--- config.mk ---
export PLATFORM = sky130hd
export DESIGN_NAME = pstor_dma
export DESIGN_NICKNAME = d
export VERILOG_FILES = /design/src/rtl/pstor_dma_pkg.sv /design/src/rtl/pstor_dma_swap.sv /design/src/rtl/pstor_dma_rqq.sv /design/src/rtl/pstor_dma.sv
export SDC_FILE = /design/constraint.sdc
export NUM_CORES = 1
export LEC_CHECK = 0
export ABC_AREA = 1
export BUFFER_PORTS_ARGS = -buffer_cell sky130_fd_sc_hd__buf_2
export CORE_ASPECT_RATIO = 2
export CORE_MARGIN = 10
export CORE_UTILIZATION = 61
export DETAILED_ROUTE_END_ITERATION = 12
export PLACE_DENSITY = 0.87
export REMOVE_ABC_BUFFERS = 1
export SKIP_LAST_GASP = 1
export SLEW_MARGIN = 20
export SYNTH_ARGS = -nofsm -noshare
export SYNTH_HDL_FRONTEND = slang
export SYNTH_SLANG_ARGS = --single-unit
--- constraint.sdc ---
create_clock -name clk -period 5.5 [get_ports clk]
set_input_delay 1.1 -clock clk [delete_from_list [all_inputs] [get_ports clk]]
set_output_delay 1.1 -clock clk [all_outputs]
set_load 0.05 [all_outputs]
--- src/rtl/pstor_dma_pkg.sv ---
package pstor_dma_pkg;
    typedef enum logic [2:0] {
        PH_IDLE, PH_WRQ, PH_SETUP, PH_GATE, PH_ACT, PH_NEG, PH_HOLD, PH_PAUSE
    } phase_e;

    localparam logic [7:0] OFF_CFG  = 8'h00;
    localparam logic [7:0] OFF_TIM  = 8'h20;
    localparam logic [7:0] OFF_STAT = 8'h38;
    localparam logic [7:0] OFF_IEN  = 8'h50;

    // timing field slots, each TF_W bits wide
    localparam int FLD_SETUP = 0;
    localparam int FLD_RACT  = 1;
    localparam int FLD_RNEG  = 2;
    localparam int FLD_WACT  = 3;
    localparam int FLD_WNEG  = 4;
    localparam int FLD_HOLD  = 5;
    localparam int FLD_RQDLY = 6;
    localparam int FLD_PAUSE = 7;
    localparam int NUM_FLD   = 8;
endpackage

--- src/rtl/pstor_dma_swap.sv ---
module pstor_dma_swap #(
    parameter int WORD_W = 16
) (
    input  logic              sw,
    input  logic [WORD_W-1:0] x,
    output logic [WORD_W-1:0] y
);
    localparam int BYTES = WORD_W / 8;
    logic [WORD_W-1:0] rev;

    // reverse byte lanes
    for (genvar b = 0; b < BYTES; b++) begin : g_lane
        assign rev[b*8 +: 8] = x[(BYTES-1-b)*8 +: 8];
    end

    assign y = sw ? rev : x;
endmodule

--- src/rtl/pstor_dma_rqq.sv ---
module pstor_dma_rqq #(
    parameter int TF_W = 6
) (
    input  logic            clk,
    input  logic            rst_n,
    input  logic            arm,
    input  logic            dmarq,
    input  logic [TF_W-1:0] dly,
    output logic            ok
);
    logic [TF_W-1:0] run_d, run_q;

    // count consecutive high samples of the request, in raw clocks
    always_comb begin
        run_d = '0;
        if (arm && dmarq) begin
            run_d = (run_q == dly) ? run_q : run_q + 1'b1;
        end
    end

    always_ff @(posedge clk or negedge rst_n) begin
        if (!rst_n) run_q <= '0;
        else        run_q <= run_d;
    end

    assign ok = arm && dmarq && (run_q == dly);
endmodule

--- src/rtl/pstor_dma.sv ---
module pstor_dma
    import pstor_dma_pkg::*;
#(
    parameter int ADDR_W = 32,
    parameter int SIZE_W = 20,
    parameter int TF_W   = 6,
    parameter int MULT   = 4,
    parameter int WORD_W = 16
) (
    input  logic              clk,
    input  logic              rst_n,
    input  logic              reg_we,
    input  logic [7:0]        reg_addr,
    input  logic [63:0]       reg_wdata,
    output logic [63:0]       reg_rdata,
    output logic              irq,
    input  logic              s_tvalid,
    output logic              s_tready,
    input  logic [WORD_W-1:0] s_tdata,
    output logic              m_tvalid,
    input  logic              m_tready,
    output logic [WORD_W-1:0] m_tdata,
    output logic [ADDR_W-1:0] mem_addr,
    input  logic              dev_dmarq,
    output logic              dev_dmack,
    output logic              dev_dior,
    output logic              dev_diow,
    input  logic [WORD_W-1:0] dev_din,
    output logic [WORD_W-1:0] dev_dout,
    output logic              dev_doe
);
    localparam int TIM_W   = NUM_FLD * TF_W + 1;
    localparam int POL_BIT = NUM_FLD * TF_W;
    localparam int CNT_W   = TF_W + $clog2(MULT) + 1;
    localparam int SIZE_LO = 8;
    localparam int ADDR_LO = 32;
    localparam logic [ADDR_W-1:0] STEP = ADDR_W'(WORD_W / 8);

    typedef struct packed {
        phase_e             ph;
        logic [CNT_W-1:0]   cnt;
        logic               en;
        logic               dir;
        logic               swap;
        logic               endian;
        logic               sod;
        logic [SIZE_W-1:0]  size;
        logic [ADDR_W-1:0]  addr;
        logic [TIM_W-1:0]   tim;
        logic               done;
        logic               ien;
        logic [WORD_W-1:0]  dout;
        logic [WORD_W-1:0]  obuf;
        logic               ov;
    } state_t;

    state_t q, d;

    logic              cfg_hit, tim_hit, stat_hit, ien_hit;
    logic              rq_ok, pop, ack_act;
    logic [WORD_W-1:0] wr_word, rd_word;
    logic              en_w, done_w;
    logic [SIZE_W-1:0] size_w;
    logic              unused_bits;

    // phase length in clocks minus one: (field + 1) * MULT - 1
    function automatic logic [CNT_W-1:0] span(input logic [TIM_W-1:0] t, input int idx);
        logic [CNT_W-1:0] f;
        f = CNT_W'(t[idx*TF_W +: TF_W]);
        return (f + 1'b1) * CNT_W'(MULT) - 1'b1;
    endfunction

    assign cfg_hit  = reg_we && (reg_addr == OFF_CFG);
    assign tim_hit  = reg_we && (reg_addr == OFF_TIM);
    assign stat_hit = reg_we && (reg_addr == OFF_STAT);
    assign ien_hit  = reg_we && (reg_addr == OFF_IEN);
    assign pop      = q.ov && m_tready;

    pstor_dma_rqq #(.TF_W(TF_W)) u_rqq (
        .clk   (clk),
        .rst_n (rst_n),
        .arm   (q.ph == PH_WRQ),
        .dmarq (dev_dmarq),
        .dly   (q.tim[FLD_RQDLY*TF_W +: TF_W]),
        .ok    (rq_ok)
    );

    pstor_dma_swap #(.WORD_W(WORD_W)) u_swap_wr (
        .sw (q.swap),
        .x  (s_tdata),
        .y  (wr_word)
    );

    pstor_dma_swap #(.WORD_W(WORD_W)) u_swap_rd (
        .sw (q.swap),
        .x  (dev_din),
        .y  (rd_word)
    );

    always_comb begin
        d = q;
        if (tim_hit) d.tim = reg_wdata[TIM_W-1:0];
        if (ien_hit) d.ien = reg_wdata[0];
        if (stat_hit && reg_wdata[0]) d.done = 1'b0;
        if (pop) begin
            d.ov   = 1'b0;
            d.addr = q.addr + STEP;
        end
        if (q.cnt != '0) d.cnt = q.cnt - 1'b1;

        case (q.ph)
            PH_IDLE: begin
                if (q.en) d.ph = PH_WRQ;
            end
            PH_WRQ: begin
                if (rq_ok) begin
                    d.ph  = PH_SETUP;
                    d.cnt = span(q.tim, FLD_SETUP);
                end
            end
            PH_SETUP: begin
                if (q.cnt == '0) d.ph = PH_GATE;
            end
            PH_GATE: begin
                if (!dev_dmarq) begin
                    if (q.sod) begin
                        d.ph  = PH_HOLD;
                        d.cnt = span(q.tim, FLD_HOLD);
                    end
                end else if (q.dir && s_tvalid) begin
                    d.ph   = PH_ACT;
                    d.cnt  = span(q.tim, FLD_WACT);
                    d.dout = wr_word;
                    d.addr = q.addr + STEP;
                end else if (!q.dir && !q.ov) begin
                    d.ph  = PH_ACT;
                    d.cnt = span(q.tim, FLD_RACT);
                end
            end
            PH_ACT: begin
                if (q.cnt == '0) begin
                    if (!q.dir) begin
                        d.obuf = rd_word;
                        d.ov   = 1'b1;
                    end
                    d.size = q.size - 1'b1;
                    d.ph   = PH_NEG;
                    d.cnt  = span(q.tim, q.dir ? FLD_WNEG : FLD_RNEG);
                end
            end
            PH_NEG: begin
                if (q.cnt == '0) begin
                    if (&q.size) begin
                        d.ph  = PH_HOLD;
                        d.cnt = span(q.tim, FLD_HOLD);
                    end else begin
                        d.ph = PH_GATE;
                    end
                end
            end
            PH_HOLD: begin
                if (q.cnt == '0) begin
                    d.ph  = PH_PAUSE;
                    d.cnt = span(q.tim, FLD_PAUSE);
                end
            end
            PH_PAUSE: begin
                if (q.cnt == '0 && !q.ov) begin
                    d.ph   = PH_IDLE;
                    d.en   = 1'b0;
                    d.done = 1'b1;
                end
            end
            default: d.ph = PH_IDLE;
        endcase

        // a config write always restarts from idle
        if (cfg_hit) begin
            d.ph     = PH_IDLE;
            d.cnt    = '0;
            d.ov     = 1'b0;
            d.en     = reg_wdata[0];
            d.dir    = reg_wdata[1];
            d.swap   = reg_wdata[2];
            d.endian = reg_wdata[3];
            d.sod    = reg_wdata[4];
            d.size   = reg_wdata[SIZE_LO +: SIZE_W];
            d.addr   = reg_wdata[ADDR_LO +: ADDR_W];
        end
    end

    always_ff @(posedge clk or negedge rst_n) begin
        if (!rst_n) begin
            q      <= '0;
            q.size <= '1;
        end else begin
            q <= d;
        end
    end

    always_comb begin
        reg_rdata = '0;
        case (reg_addr)
            OFF_CFG: begin
                reg_rdata[0]                 = q.en;
                reg_rdata[1]                 = q.dir;
                reg_rdata[2]                 = q.swap;
                reg_rdata[3]                 = q.endian;
                reg_rdata[4]                 = q.sod;
                reg_rdata[SIZE_LO +: SIZE_W] = q.size;
                reg_rdata[ADDR_LO +: ADDR_W] = q.addr;
            end
            OFF_TIM:  reg_rdata[TIM_W-1:0] = q.tim;
            OFF_STAT: reg_rdata[0] = q.done;
            OFF_IEN:  reg_rdata[0] = q.ien;
            default:  reg_rdata = '0;
        endcase
    end

    assign ack_act = (q.ph == PH_SETUP) || (q.ph == PH_GATE) || (q.ph == PH_ACT) ||
                     (q.ph == PH_NEG)   || (q.ph == PH_HOLD);

    assign dev_dmack = ack_act ^ q.tim[POL_BIT];
    assign dev_dior  = (q.ph == PH_ACT) && !q.dir;
    assign dev_diow  = (q.ph == PH_ACT) && q.dir;
    assign dev_dout  = q.dout;
    assign dev_doe   = ack_act && q.dir;
    assign s_tready  = (q.ph == PH_GATE) && dev_dmarq && q.dir;
    assign m_tvalid  = q.ov;
    assign m_tdata   = q.obuf;
    assign mem_addr  = q.addr;
    assign irq       = q.done && q.ien;

    assign en_w   = q.en;
    assign done_w = q.done;
    assign size_w = q.size;

    assign unused_bits = &{1'b0, reg_wdata};
endmodule

# Word-level counts from Yosys, hierarchy flattened
# Cells that the tools add are included.
[word_totals]
regBits = 159
latchBits = 0
ram_bits = 0
romBits = 0
in_bits = 110
out_inout_bits = 135
wordCells = 139
n_memories = 0
[classes]
add_sub_neg = 16
mul = 1
div = 0
magnitude_cmp = 0
eq_ne = 21
shifts = 1
muxes = 45
bitwise_logic = 2
n_reduce_logical = 37
[op_table]
columns = ["op", "count"]
rows = [
  ["32-bit two-way mux", 4],
  ["12-bit two-way mux", 8],
  ["69-bit two-way mux", 1],
  ["9-bit by 1-bit subtractor with 9-bit output (second input constant)", 7],
  ["49-bit by 7-bit indexed part select with 6-bit output", 1],
  ["9-bit case mux with 5 select lines", 1],
  ["6-bit by 1-bit adder with 7-bit output (second input constant)", 6],
  ["20-bit two-way mux", 2],
  ["20-bit case mux with 2 select lines", 1],
  ["17-bit case mux with 2 select lines", 1],
  ["32-bit by 2-bit adder with 32-bit output (second input constant)", 1],
  ["16-bit two-way mux", 2],
  ["3-bit case mux with 8 select lines", 1],
  ["3-bit inequality test (second input constant)", 7],
  ["20-bit AND reduction", 1],
  ["20-bit by 1-bit subtractor with 20-bit output (second input constant)", 1],
  ["3-bit two-way mux", 6],
  ["9-bit two-way mux", 2],
  ["1-bit logical AND", 17],
  ["8-bit by 6-bit == test with 1-bit output (second input constant)", 2],
  ["15-bit two-way mux", 1],
  ["3-bit == test (second input constant)", 4],
  ["6-bit two-way mux", 2],
  ["1-bit two-way mux", 10],
  ["24 further kinds", 34],
]

# Depth between registers and ports, before layout
[logic_depth]
ltp_word = 8
depth_mapped = 18
ltp_nobuf = 17

# Cells and area by module
# A second synthesis with hierarchy kept.
[hier_totals]
cells_unflattened = 1815
hier_area_um2 = 12384.4
[modules_own_cells]
columns = ["module", "n_inst", "cells_per_inst", "area_each_um2", "seq_area_each_um2"]
rows = [
  ["pstor_dma", 1, 1622, 11170.7, 3853.7],
  ["pstor_dma_rqq", 1, 89, 645.6, 150.1],
  ["pstor_dma_swap", 2, 52, 284.0, 0.0],
]

# Least setup slack after synthesis
# OpenSTA, ideal clock, no wires.
[synth_path]
kind = "input-to-output"
start = "input reg_addr[1]"
end = "output reg_rdata[12]"
arrival_ns = 2.953
required_ns = 4.400
path_slack_ns = 1.447
stages = 6
path_buffers = 1
path_cell_list = "nor2_1 > nand2_1 > nor2_4 > inv_1 > clkbuf_1 > o21ai_0"
[synth_via]
elab_chain_cells = 2
word_cells_on_any_way = 3
cone_classes = "1 x eq/ne; 1 x mux; 1 x reduce/logical"
[synth_rtl]
columns = ["item", "line", "text"]
rows = [
  ["start, declared", "pstor_dma.sv:13", "input logic [7:0] reg_addr,"],
  ["8-bit by 6-bit == test with 1-bit output / 8-bit logical NOT (equally long branches)", "pstor_dma.sv:203", "case (reg_addr)"],
  ["20-bit case mux with 2 select lines (*)", "pstor_dma.sv:203", ""],
  ["end, declared", "pstor_dma.sv:15", "output logic [63:0] reg_rdata,"],
]
# Mark *: on every way between the ends. The rest lies on a longest branch, timed or not.

# Worst setup path after layout
[layout_path]
start = "input reg_addr[7]"
end = "output reg_rdata[45]"
[layout_via]
elab_chain_cells = 2
word_cells_on_any_way = 3
cone_classes = "1 x eq/ne; 1 x mux; 1 x reduce/logical"
[layout_rtl]
columns = ["item", "line"]
rows = [
  ["8-bit by 6-bit == test with 1-bit output / 8-bit logical NOT (equally long branches)", "pstor_dma.sv:203"],
  ["17-bit case mux with 2 select lines (*)", "pstor_dma.sv:203"],
]
# Marked as above.

==> flow_summary.yaml <==
min_path:
  holdPathStages: 2
  hold_path.class: "register to register"
  hold_start: "m_tdata[5]"
  hold_path_end: "m_tdata[5]"
clocking:
  htree_num_levels: 4
  cts-hold-fix-buffers: 0
  cts_made_buffers: 17
  postCtsResizedCells: 0
  clkTransAtPathRegs_ns: 0.07
  clock_latency_ns: 0.44
  clk_path_buf_depth: 2
  cts_sinks: 159
  cts_setup_buffers: 0
  cts_root_buffer: "clkbuf_16"
  cts_tree: "built"
routing:
  wl_um: 44700
  ant_nets: 0
  drc: 0
  vias_per_cell: 5.95
  dr.pass1.iters: 6
  drt_iter0_drc: 1250
  wl_per_cell_um: 20.3
  vias: 13100
yosys:
  yosysSeqAreaShare_pct: 33.4
  synthCells: 1779
  synth.cell_area_mm2: 0.0120
  synth_edf_count: 0
  synth_cell_types: 53
  async_flop_share_pct: 100
  synthFlopType: "dfrtp_1"
  ys_ff_latch: 159
  synth_warnings: 0
  synth.avg_cell_area_um2: 6.74
die:
  die_h_um: 218
  die_x_um: 119
  coreArea_mm2: 0.0194
  die_area_mm2: 0.0260
  fp-row-count: 72
  start_util_pct: 61.9
  num_io_pins: 245
global_route:
  globalRouteOverflowTotal: 0
  grt_pass1_wl_um: 69000
  grt_max_degree: 101
  antenna_found_initial: 3
  first_global_vias: 13200
  grt_usage_pct: 33.4
worst_setup_path:
  crit_type: "input pin to output port"
  critical_path.max_fanout: 29
  crit_required_ns: 4.40
  rr_startpoint: "q[141]"
  rrSetupSlack_ns: 2.38
  critPathLaunchType: "input pin"
  crit_path_end_kind: "output port"
  ff2ff_path_depth: 14
  reg2reg_to: "q[146]"
  worstPathArrival_ns: 3.03
placed_design:
  gp_congestion: 1.03
  placed_cells: 2169
  dp_slack_ns: 1.39
  dp_hpwl_um: 34400
  port_buffers: 244
finish:
  layout.cells.most_common: "nand2_1"
  area_growth_pct: 12.4
  final_cell_mix: "420 x nand2_1, 243 x buf_2, 223 x inv_1"
  fin_nets: 2057
  drive_gt1_share_pct: 18.0
  finalNonFillerCells: 2203
status:
  run_status: "finished clean"
sta:
  fin_setup_tns_ns: 0
  hold_viol: 0
  tightest_slew_ns: 1.24
  whs_ns: 0.487
  finalCritPeriodShare_pct: 75.0
  relSlewSlack_pct: 17.4
  fin_ws_ns: 1.37
  rsz0062_at_grt: "no"
  setup_viol: 0
  timing.fmax_ghz: 0.242
  period_needed_ns: 4.13
  finClkSkew_ns: 0.00809
  slew_violations: 0
power_and_ir_drop:
  p_leak_nw: 6.90
  p_per_area_mw_per_mm2: 375
  ir_drop_mv: 0.357
job:
  max-cap-violations: 0
## worst max path at each step
stage | cells past startpoint | endpoint | from | slack (ns)
final | 8 | reg_rdata[45] | reg_addr[7] | 1.37
after global routing | 8 | reg_rdata[45] | reg_addr[7] | 1.32
after CTS | 8 | reg_rdata[45] | reg_addr[1] | 1.42
after detailed placement | 8 | reg_rdata[45] | reg_addr[1] | 1.39
after global placement | 8 | reg_rdata[38] | reg_addr[1] | 1.55
after floorplan | 5 | reg_rdata[15] | reg_addr[1] | 0.67
## critical path, cell delays in order
cell and delay, ns:
buf_2 0.12, nor2_2 0.18, nand3_1 0.16, nor2_4 0.16
inv_1 0.35, buf_4 0.40, o22ai_1 0.24, buf_2 0.30
## cell usage after synthesis, types with 2 or more instances
| master | count | area, um2 |
|---|---|---|
| a21oi_1 | 61 | 305 |
| a221oi_1 | 2 | 17.5 |
| a22oi_1 | 4 | 30.0 |
| a31oi_1 | 20 | 125 |
| buf_1 | 7 | 26.3 |
| buf_2 | 18 | 90.1 |
| buf_4 | 64 | 480 |
| clkbuf_1 | 34 | 128 |
| dfrtp_1 | 139 | 3480 |
| dfstp_2 | 20 | 526 |
| ha_1 | 18 | 225 |
| inv_1 | 223 | 837 |
| inv_2 | 7 | 26.3 |
| inv_4 | 3 | 18.8 |
| mux2_2 | 2 | 22.5 |
| mux2i_1 | 16 | 160 |
| nand2_1 | 421 | 1580 |
| nand2_2 | 7 | 43.8 |
| nand3_1 | 132 | 661 |
| nand3b_1 | 5 | 37.5 |
| nand4_1 | 34 | 213 |
| nor2_1 | 183 | 687 |
| nor2_2 | 9 | 56.3 |
| nor2_4 | 4 | 45.0 |
| nor2_8 | 2 | 40.0 |
| nor3_1 | 28 | 140 |
| nor4_1 | 5 | 31.3 |
| o2111ai_1 | 3 | 26.3 |
| o211ai_1 | 21 | 158 |
| o21ai_0 | 156 | 781 |
| o21ai_1 | 13 | 65.1 |
| o21bai_1 | 5 | 37.5 |
| o221ai_1 | 16 | 140 |
| o22ai_1 | 30 | 188 |
| o31ai_1 | 2 | 15.0 |
| or2_2 | 4 | 25.0 |
| xnor2_1 | 7 | 61.3 |
| xor2_1 | 39 | 342 |
## area by class of cell
cell class | count | area (um2)
multi-input cells | 1261 | 6370
fillers | 1744 | 5880
flip-flops and latches | 159 | 4000
repair buffers | 255 | 1310
inverters | 235 | 891
clock buffers | 18 | 439
well taps | 259 | 324
clock inverters | 14 | 143
diodes | 2 | 5.00
## stage by stage
| step | instance area [um2] | utilization [%] | total power (W) |
|---|---|---|---|
| 3_3_place_gp | 12900 | 66.6 | 0.00380 |
| 2_1_floorplan | 11300 | - | 0.00316 |
| 3_5_place_dp | 12900 | 66.6 | 0.00383 |
| 6_report | 13500 | 69.6 | 0.00505 |
| 5_1_grt | 13500 | 69.6 | 0.00532 |
| 4_1_cts | 13500 | 69.6 | 0.00502 |
## state kept, by name, indices dropped and copies added (netlist names), 6 cells and up
register and flops:
q 66, mem_addr 32, size_w 20, dev_dout 16, m_tdata 16, u_rqq.run_q 6
## kinds of logic (layout without fill, tap and decap cells)
kind of cell | count (synthesis) | count (layout) | share of synthesized area (%)
buf+inv | 359 | 522 | 13.6
fa+ha+maj | 18 | 18 | 1.88
mux | 18 | 18 | 1.52
compound gates | 339 | 339 | 16.2
other cells | 0 | 2 | 0
xor+xnor | 46 | 46 | 3.36
simple gates | 840 | 840 | 30.1
flops | 159 | 159 | 33.4
## power breakdown
group | leakage (nW) | switching, W | internal, W
clock | 0.279 | 0.000575 | 0.000615
combinational | 4.74 | 0.00158 | 0.000576
sequential | 1.89 | 0.000292 | 0.00141
## layer usage
metal,global-route usage (%),vias up,wire (um)
met5,0,-,14
met4,25.1,2,3480
met3,6.51,231,3020
met2,60.6,705,23400
met1,32.5,6082,14800
li1,-,6093,-
Note: power is estimated with default switching activity, not from simulation.
